File: config.mk
export PLATFORM = sky130hd
export DESIGN_NAME = ioc_bank
export DESIGN_NICKNAME = d
export VERILOG_FILES = /design/src/rtl/ioc_pkg.sv /design/src/rtl/ioc_sync.sv /design/src/rtl/ioc_edge_det.sv /design/src/rtl/ioc_flag_reg.sv /design/src/rtl/ioc_bank.sv
export SDC_FILE = /design/constraint.sdc
export NUM_CORES = 1
export LEC_CHECK = 0
export BUFFER_PORTS_ARGS = -buffer_cell sky130_fd_sc_hd__buf_2
export CAP_MARGIN = 5
export CELL_PAD_IN_SITES_DETAIL_PLACEMENT = 1
export CELL_PAD_IN_SITES_GLOBAL_PLACEMENT = 1
export CORE_ASPECT_RATIO = 0.9
export CORE_MARGIN = 2
export CORE_UTILIZATION = 50
export CTS_CLUSTER_DIAMETER = 200
export CTS_CLUSTER_SIZE = 8
export DETAILED_ROUTE_END_ITERATION = 6
export PLACE_DENSITY_LB_ADDON = 0.1
export SYNTH_ARGS = -nofsm -noshare
export SYNTH_HDL_FRONTEND = slang
export SYNTH_HIERARCHICAL = 1
export SYNTH_SLANG_ARGS = --single-unit
File: constraint.sdc
create_clock -name clk -period 4.5 [get_ports clk]
set_clock_uncertainty 0.1 [all_clocks]
set_input_delay 0 -clock clk [delete_from_list [all_inputs] [get_ports clk]]
set_output_delay 0 -clock clk [all_outputs]
set_load 0.005 [all_outputs]
File: src/rtl/ioc_pkg.sv
package ioc_pkg;
  localparam int unsigned ADDR_W = 2;

  typedef enum logic [ADDR_W-1:0] {
    REG_RISE_EN = 2'd0,
    REG_FALL_EN = 2'd1,
    REG_FLAGS   = 2'd2,
    REG_CTRL    = 2'd3
  } ioc_reg_e;

  localparam int unsigned CTRL_MASTER_BIT  = 0;
  localparam int unsigned CTRL_SUMMARY_BIT = 1;
  localparam int unsigned CTRL_IRQ_BIT     = 2;
endpackage

File: src/rtl/ioc_sync.sv
module ioc_sync #(
  parameter int unsigned W      = 8,
  parameter int unsigned STAGES = 2
) (
  input  logic         clk,
  input  logic         rst_n,
  input  logic [W-1:0] d_i,
  output logic [W-1:0] q_o
);
  logic [W-1:0] stage_q [STAGES];

  for (genvar s = 0; s < STAGES; s++) begin : g_stage
    if (s == 0) begin : g_first
      always_ff @(posedge clk or negedge rst_n) begin
        if (!rst_n) stage_q[s] <= '0;
        else        stage_q[s] <= d_i;
      end
    end else begin : g_next
      always_ff @(posedge clk or negedge rst_n) begin
        if (!rst_n) stage_q[s] <= '0;
        else        stage_q[s] <= stage_q[s-1];
      end
    end
  end

  assign q_o = stage_q[STAGES-1];
endmodule

File: src/rtl/ioc_edge_det.sv
module ioc_edge_det #(
  parameter int unsigned W           = 8,
  parameter int unsigned SYNC_STAGES = 2
) (
  input  logic         clk,
  input  logic         rst_n,
  input  logic [W-1:0] cur_i,
  input  logic [W-1:0] pos_en_i,
  input  logic [W-1:0] neg_en_i,
  output logic [W-1:0] hit_o,
  output logic         armed_o
);
  localparam int unsigned ARM_CYC = SYNC_STAGES + 1;
  localparam int unsigned CNT_W   = $clog2(ARM_CYC + 1);

  logic [W-1:0]     prev_q;
  logic [CNT_W-1:0] arm_cnt_q;
  logic             armed;
  logic [W-1:0]     rise_w;
  logic [W-1:0]     fall_w;

  function automatic logic [W-1:0] rise_of(logic [W-1:0] now, logic [W-1:0] old);
    return now & ~old;
  endfunction

  function automatic logic [W-1:0] fall_of(logic [W-1:0] now, logic [W-1:0] old);
    return ~now & old;
  endfunction

  function automatic logic [W-1:0] armed_hits(logic [W-1:0] r, logic [W-1:0] f,
                                              logic [W-1:0] pe, logic [W-1:0] ne);
    return (r & pe) | (f & ne);
  endfunction

  // Prior sample follows the synchroniser every cycle; detection waits
  // until the synchroniser has flushed its reset value.
  always_ff @(posedge clk or negedge rst_n) begin
    if (!rst_n) begin
      prev_q    <= '0;
      arm_cnt_q <= '0;
    end else begin
      prev_q <= cur_i;
      if (!armed) arm_cnt_q <= arm_cnt_q + 1'b1;
    end
  end

  assign armed   = (arm_cnt_q == CNT_W'(ARM_CYC));
  assign armed_o = armed;
  assign rise_w  = armed ? rise_of(cur_i, prev_q) : '0;
  assign fall_w  = armed ? fall_of(cur_i, prev_q) : '0;
  assign hit_o   = armed_hits(rise_w, fall_w, pos_en_i, neg_en_i);


  rise_only_chk: assert property (@(posedge clk) disable iff (!rst_n)
    ((hit_o & ~neg_en_i) != '0) |-> ((hit_o & ~neg_en_i & ~cur_i) == '0));


  fall_only_chk: assert property (@(posedge clk) disable iff (!rst_n)
    ((hit_o & ~pos_en_i) != '0) |-> ((hit_o & ~pos_en_i & cur_i) == '0));
endmodule

File: src/rtl/ioc_flag_reg.sv
module ioc_flag_reg #(
  parameter int unsigned W = 8
) (
  input  logic         clk,
  input  logic         rst_n,
  input  logic [W-1:0] hit_i,
  input  logic         wr_i,
  input  logic [W-1:0] wmask_i,
  output logic [W-1:0] flags_o,
  output logic         any_o
);
  logic [W-1:0] flags_q;

  function automatic logic [W-1:0] flag_next(logic [W-1:0] cur, logic wr,
                                             logic [W-1:0] mask, logic [W-1:0] hits);
    logic [W-1:0] kept;
    kept = wr ? (cur & mask) : cur;
    return kept | hits;
  endfunction

  always_ff @(posedge clk or negedge rst_n) begin
    if (!rst_n) flags_q <= '0;
    else        flags_q <= flag_next(flags_q, wr_i, wmask_i, hit_i);
  end

  assign flags_o = flags_q;
  assign any_o   = |flags_q;


  hit_wins_chk: assert property (@(posedge clk) disable iff (!rst_n)
    (hit_i != '0) |=> ((flags_q & $past(hit_i)) == $past(hit_i)));


  no_write_set_chk: assert property (@(posedge clk) disable iff (!rst_n)
    wr_i |=> ((flags_q & ~$past(flags_q) & ~$past(hit_i)) == '0));
endmodule

File: src/rtl/ioc_bank.sv
module ioc_bank
  import ioc_pkg::*;
#(
  parameter int unsigned NUM_PINS    = 8,
  parameter int unsigned SYNC_STAGES = 2
) (
  input  logic                clk,
  input  logic                rst_n,
  input  logic [NUM_PINS-1:0] pins_i,
  input  logic [ADDR_W-1:0]   addr_i,
  input  logic                wr_en_i,
  input  logic [NUM_PINS-1:0] wdata_i,
  output logic [NUM_PINS-1:0] rdata_o,
  output logic                irq_o,
  output logic                wake_o
);
  logic [NUM_PINS-1:0] pins_sync;
  logic [NUM_PINS-1:0] rise_en_q;
  logic [NUM_PINS-1:0] fall_en_q;
  logic [NUM_PINS-1:0] hit;
  logic [NUM_PINS-1:0] flags;
  logic                summary;
  logic                master_q;
  logic                wake_q;
  logic                armed;
  logic                wr_rise, wr_fall, wr_flags, wr_ctrl;
  ioc_reg_e            sel;

  assign sel      = ioc_reg_e'(addr_i);
  assign wr_rise  = wr_en_i && (sel == REG_RISE_EN);
  assign wr_fall  = wr_en_i && (sel == REG_FALL_EN);
  assign wr_flags = wr_en_i && (sel == REG_FLAGS);
  assign wr_ctrl  = wr_en_i && (sel == REG_CTRL);

  ioc_sync #(.W(NUM_PINS), .STAGES(SYNC_STAGES)) u_sync (
    .clk(clk), .rst_n(rst_n), .d_i(pins_i), .q_o(pins_sync)
  );

  ioc_edge_det #(.W(NUM_PINS), .SYNC_STAGES(SYNC_STAGES)) u_edge (
    .clk(clk), .rst_n(rst_n), .cur_i(pins_sync),
    .pos_en_i(rise_en_q), .neg_en_i(fall_en_q),
    .hit_o(hit), .armed_o(armed)
  );

  ioc_flag_reg #(.W(NUM_PINS)) u_flags (
    .clk(clk), .rst_n(rst_n), .hit_i(hit), .wr_i(wr_flags),
    .wmask_i(wdata_i), .flags_o(flags), .any_o(summary)
  );

  always_ff @(posedge clk or negedge rst_n) begin
    if (!rst_n) begin
      rise_en_q <= '0;
      fall_en_q <= '0;
      master_q  <= 1'b0;
      wake_q    <= 1'b0;
    end else begin
      if (wr_rise) rise_en_q <= wdata_i;
      if (wr_fall) fall_en_q <= wdata_i;
      if (wr_ctrl) master_q  <= wdata_i[CTRL_MASTER_BIT];
      wake_q <= master_q && (hit != '0);
    end
  end

  assign irq_o  = master_q && summary;
  assign wake_o = wake_q;

  always_comb begin
    rdata_o = '0;
    unique case (sel)
      REG_RISE_EN: rdata_o = rise_en_q;
      REG_FALL_EN: rdata_o = fall_en_q;
      REG_FLAGS:   rdata_o = flags;
      REG_CTRL: begin
        rdata_o[CTRL_MASTER_BIT]  = master_q;
        rdata_o[CTRL_SUMMARY_BIT] = summary;
        rdata_o[CTRL_IRQ_BIT]     = irq_o;
      end
      default:     rdata_o = '0;
    endcase
  end


  irq_gate_chk: assert property (@(posedge clk) disable iff (!rst_n)
    !master_q |-> (!irq_o && !wake_o));


  wake_src_chk: assert property (@(posedge clk) disable iff (!rst_n)
    wake_o |-> (flags != '0));


  summary_zero_chk: assert property (@(posedge clk) disable iff (!rst_n)
    (flags == '0) |-> !irq_o);


  quiet_warmup_chk: assert property (@(posedge clk) disable iff (!rst_n)
    !armed |=> (flags == '0));
endmodule

==> results <==
- The run finished with clean final reports.
- A synthesized cell averages between 10 and 15 µm².
- In the layout the commonest cells are 52 x sky130_fd_sc_hd__dfrtp_1, 30 x sky130_fd_sc_hd__buf_2, 18 x sky130_fd_sc_hd__dlygate4sd3_1.
- The placer's final routability congestion estimate is between 0.7 and 0.8.
- The H-tree was split into 2 levels.
- The final global-route overflow total is 0.
- The class of the most critical hold timing path is primary input to register.
- The cell sitting at the root of the clock tree is a sky130_fd_sc_hd__clkbuf_8.
- The library cell used most frequently in the layout, excluding fill and tap cells, is sky130_fd_sc_hd__dfrtp_1.
- The share of flip-flops with an asynchronous set or reset is 100%.
- The initial antenna violation count was 0.
- Across every metal layer, demand over resource in global routing totals approximately 22%.
- In this run, synthesis produced a sequential element count of 52.
- For this run, design rule violations remaining after detail routing come to 0.
- The xor and xnor fraction of the mapped netlist area is less than 1%.
- The max-slew violation count is 0.
- The fmax is approximately 500 MHz.
- In this run the worst path has a maximum fanout of 3.
- The post-route minimum period is between 1500 and 2000 ps.
- Entering global routing, the biggest net connects 53 pins.
- The type of element launching the critical path is a register.
- After detailed routing, the total wire length is between 4000 and 5000 µm.
- The site row count is 22.
- The total count of hold-check failures in the final report is 0.
- Once layout is complete, the cells apart from fillers number ~240.
- TritonCTS built the clock tree.
- The combinational family with the most area after synthesis is multiplexers.
- The share of cells above drive strength 1 is around 32%.
- The simple logic cell fraction of the synthesized area is ~14%.
- For met2 alone, demand over resource in global routing was a little under two fifths.
- The number of violations of the max-capacitance limit is 0.
- The via count of the first global-routing pass is between 1500 and 2000.
- The clock slew seen by the registers of the worst setup and hold paths is roughly 90 ps.
- The total area inside the core boundary comes to approximately 4100 µm².
- The netlist area before placement is about 2200 µm².
- After detailed routing, the average wire length per cell comes to roughly 20 µm.
- Counting every net in the synthesized netlist gives approximately 170.
- At the pin with the least slew margin, the transition time is 717 ps.
- The critical path is of the register to primary output type.
- The portion of the post-synthesis area used by sequential elements is 59.7%.
- The count of instances resized after the clock tree is built is 0.
- The insertion delay to the later sink of the worst-skew pair is 300 ps.
- 0 antenna diodes ended up in the layout.
- In this run the tool buffered the top-level ports with 30 buffer cells.
- Before antenna repair, the detailed router went through 3 iterations.
- 31 I/O pins were placed.
- Dividing total power by cell area gives a power density of a little under 400 nW/µm².
- The analysis attributes to cell leakage a power of approximately 1.1 nW.
- The met1 track utilization from global routing is between 20 and 30%.
- The total via count after detailed routing is roughly 1400.
- Summing the areas of all fa, ha and maj instances in the mapped netlist gives less than 1% of the synthesized area.
- The setup TNS is 0 ps.
- On the worst path, the slowest cell contributes a delay of between 400 and 500 ps.
- The type of destination of the critical path is a primary output.
- The first global-routing pass estimated 7820 µm of wire.
- The yosys synthesis warning count is 6.
- The final net count is about 220.
- The count of unique library cells instantiated by Yosys is 23.
- The die span in x is between 70 and 80 µm.
- Hold is met by between 100 and 150 ps.
- The relative slew slack is 52.2%.
- The number of clock sinks is between 50 and 60.
- The height of the die is 66.7 µm.
- After layout, the worst path uses between 40 and 50% of the clock period.
- The post-synthesis compound-gate area fraction is just over 5%.
- The critical path goes through nor4_1 > nand2_1 > and2_1 > mux4_2 > buf_2.
- Counting along the longest clock path gives a buffer depth of 2.
- The post-detailed-route via-to-cell ratio is between 5 and 6.
- For this configuration, the core starts out at a cell density of ~53%.
- For met3 alone, demand over resource in global routing was under 10%.
- After technology mapping, the gate count stands at 149.
- In this run, synthesis inferred 0 flip-flops with an integrated enable.
- The worst-case IR drop observed on VDD is about 0.23 mV.
- For the worst setup path, the data arrival time is roughly 1900 ps.
- The instance count after placement with tap cells included is around 220.
- The most utilized layer in the global route result is met2.
- The most used flip-flop cell after synthesis is sky130_fd_sc_hd__dfrtp_1.
- The area growth from synthesis to layout is 17.6%.
- The mux cell area share after synthesis is 14.9%.
- Data on the critical path is required at its endpoint by approximately 4400 ps.
- Setup repair after global routing left no endpoint under its margin.
- The violation count after the first detailed-route iteration is 46.
- Setup violations remaining at the end of the flow were counted as 0.
- The slowest stage cell on the critical path is sky130_fd_sc_hd__mux4_2.
- The remaining antenna violation count after routing is 0.
- The die covers around 4900 µm².
- The TritonCTS buffer count is 5.
[synth_stat cells (2+ instances only)]
cell type / instances / area [µm²]
sky130_fd_sc_hd__mux2_2: 17 / 191
sky130_fd_sc_hd__mux4_2: 3 / 67.6
sky130_fd_sc_hd__a21o_1: 8 / 60.1
sky130_fd_sc_hd__nand2_1: 9 / 33.8
sky130_fd_sc_hd__nand4b_1: 16 / 140
sky130_fd_sc_hd__nor4_1: 4 / 25.0
sky130_fd_sc_hd__o2bb2ai_1: 5 / 43.8
sky130_fd_sc_hd__nand2b_1: 8 / 50.1
sky130_fd_sc_hd__dfrtp_1: 52 / 1300
sky130_fd_sc_hd__buf_6: 2 / 22.5
sky130_fd_sc_hd__buf_4: 9 / 67.6
sky130_fd_sc_hd__mux2i_1: 5 / 50.1
[logic make-up after synthesis]
| family | Yosys count |
|---|---|
| and+or+nand+nor | 43 |
| adders and majority gates | 1 |
| AOI/OAI and AO/OA | 14 |
| muxes | 26 |
| DFF | 52 |
| xor gates and xnor gates | 1 |
| buffers and inverters | 12 |
[layout make-up]
cell class,instances,area [µm²]
Timing Repair Buffer,49,338
Sequential cell,52,1300
Fill cell,420,1560
Multi-Input combinational cell,85,769
Tap cell,48,60.1
Clock buffer,7,96.3
[layer usage]
layer  share of wire [%]  vias up
li1                    -      621
met1                  44      703
met2                  51       27
met3                 2.9        8
met4                 1.5        0
met5                   0        -
[critical path, delay by kind of cell, from the launching register on]
kind                   cells  cell delay (ps)
buffers and inverters      1              140
DFF                        1              410
muxes                      1              450
and+or+nand+nor            3              570
[path summary, 6_finish.rpt]
kind / startpoint / cells after the start / slack (ps) / end
max: u_flags/flags_o[5]$_DFF_PN0_ / 5 / 2530 / rdata_o[2]
min: addr_i[1] / 3 / 100 / master_q$_DFFE_PN0P_
max reg2reg: u_edge/arm_cnt_q[0]$_DFFE_PN0P_ / 5 / 2580 / wake_o$_DFF_PN0_
min reg2reg: u_sync/stage_q[10]$_DFF_PN0_ / 0 / 250 / u_sync/q_o[2]$_DFF_PN0_
max in group asynchronous: rst_n / 3 / 3630 / u_edge/prev_q[4]$_DFF_PN0_
min in group asynchronous: rst_n / 3 / 230 / rise_en_q[0]$_DFFE_PN0P_
[stage by stage]
step / total power [W] / instance area, µm² / worst slack [ps] / utilization (%)
4_1_cts: 0.00101 / 2560 / 2520 / 62.1
3_5_place_dp: 0.000718 / 2290 / 2590 / 55.4
2_1_floorplan: 0.000652 / 2180 / 2960 / -
6_report: 0.00100 / 2560 / 2530 / 62.1
3_3_place_gp: 0.000707 / 2290 / 2720 / 55.4
5_1_grt: 0.00105 / 2560 / 2380 / 62.1
[registers in the layout, indices dropped and copies added (netlist names)]
register	cells
master_q	1
u_flags/flags_o	8
u_sync/stage_q	8
u_edge/prev_q	8
u_edge/arm_cnt_q	2
u_sync/q_o	8
fall_en_q	8
wake_o	1
rise_en_q	8
[where the power goes]
group | total, W | internal (W) | switching (W)
combinational | 0.000155 | 0.0000895 | 0.0000656
clock | 0.000281 | 0.000137 | 0.000144
sequential | 0.000566 | 0.000522 | 0.0000437
total | 0.00100 | 0.000749 | 0.000253
[what timing repair did]
action,4_1_cts,5_1_grt
buffers inserted,0,0
hold endpoints to repair,85,0
hold buffers,18,0
(Power assumes the default switching activity.)
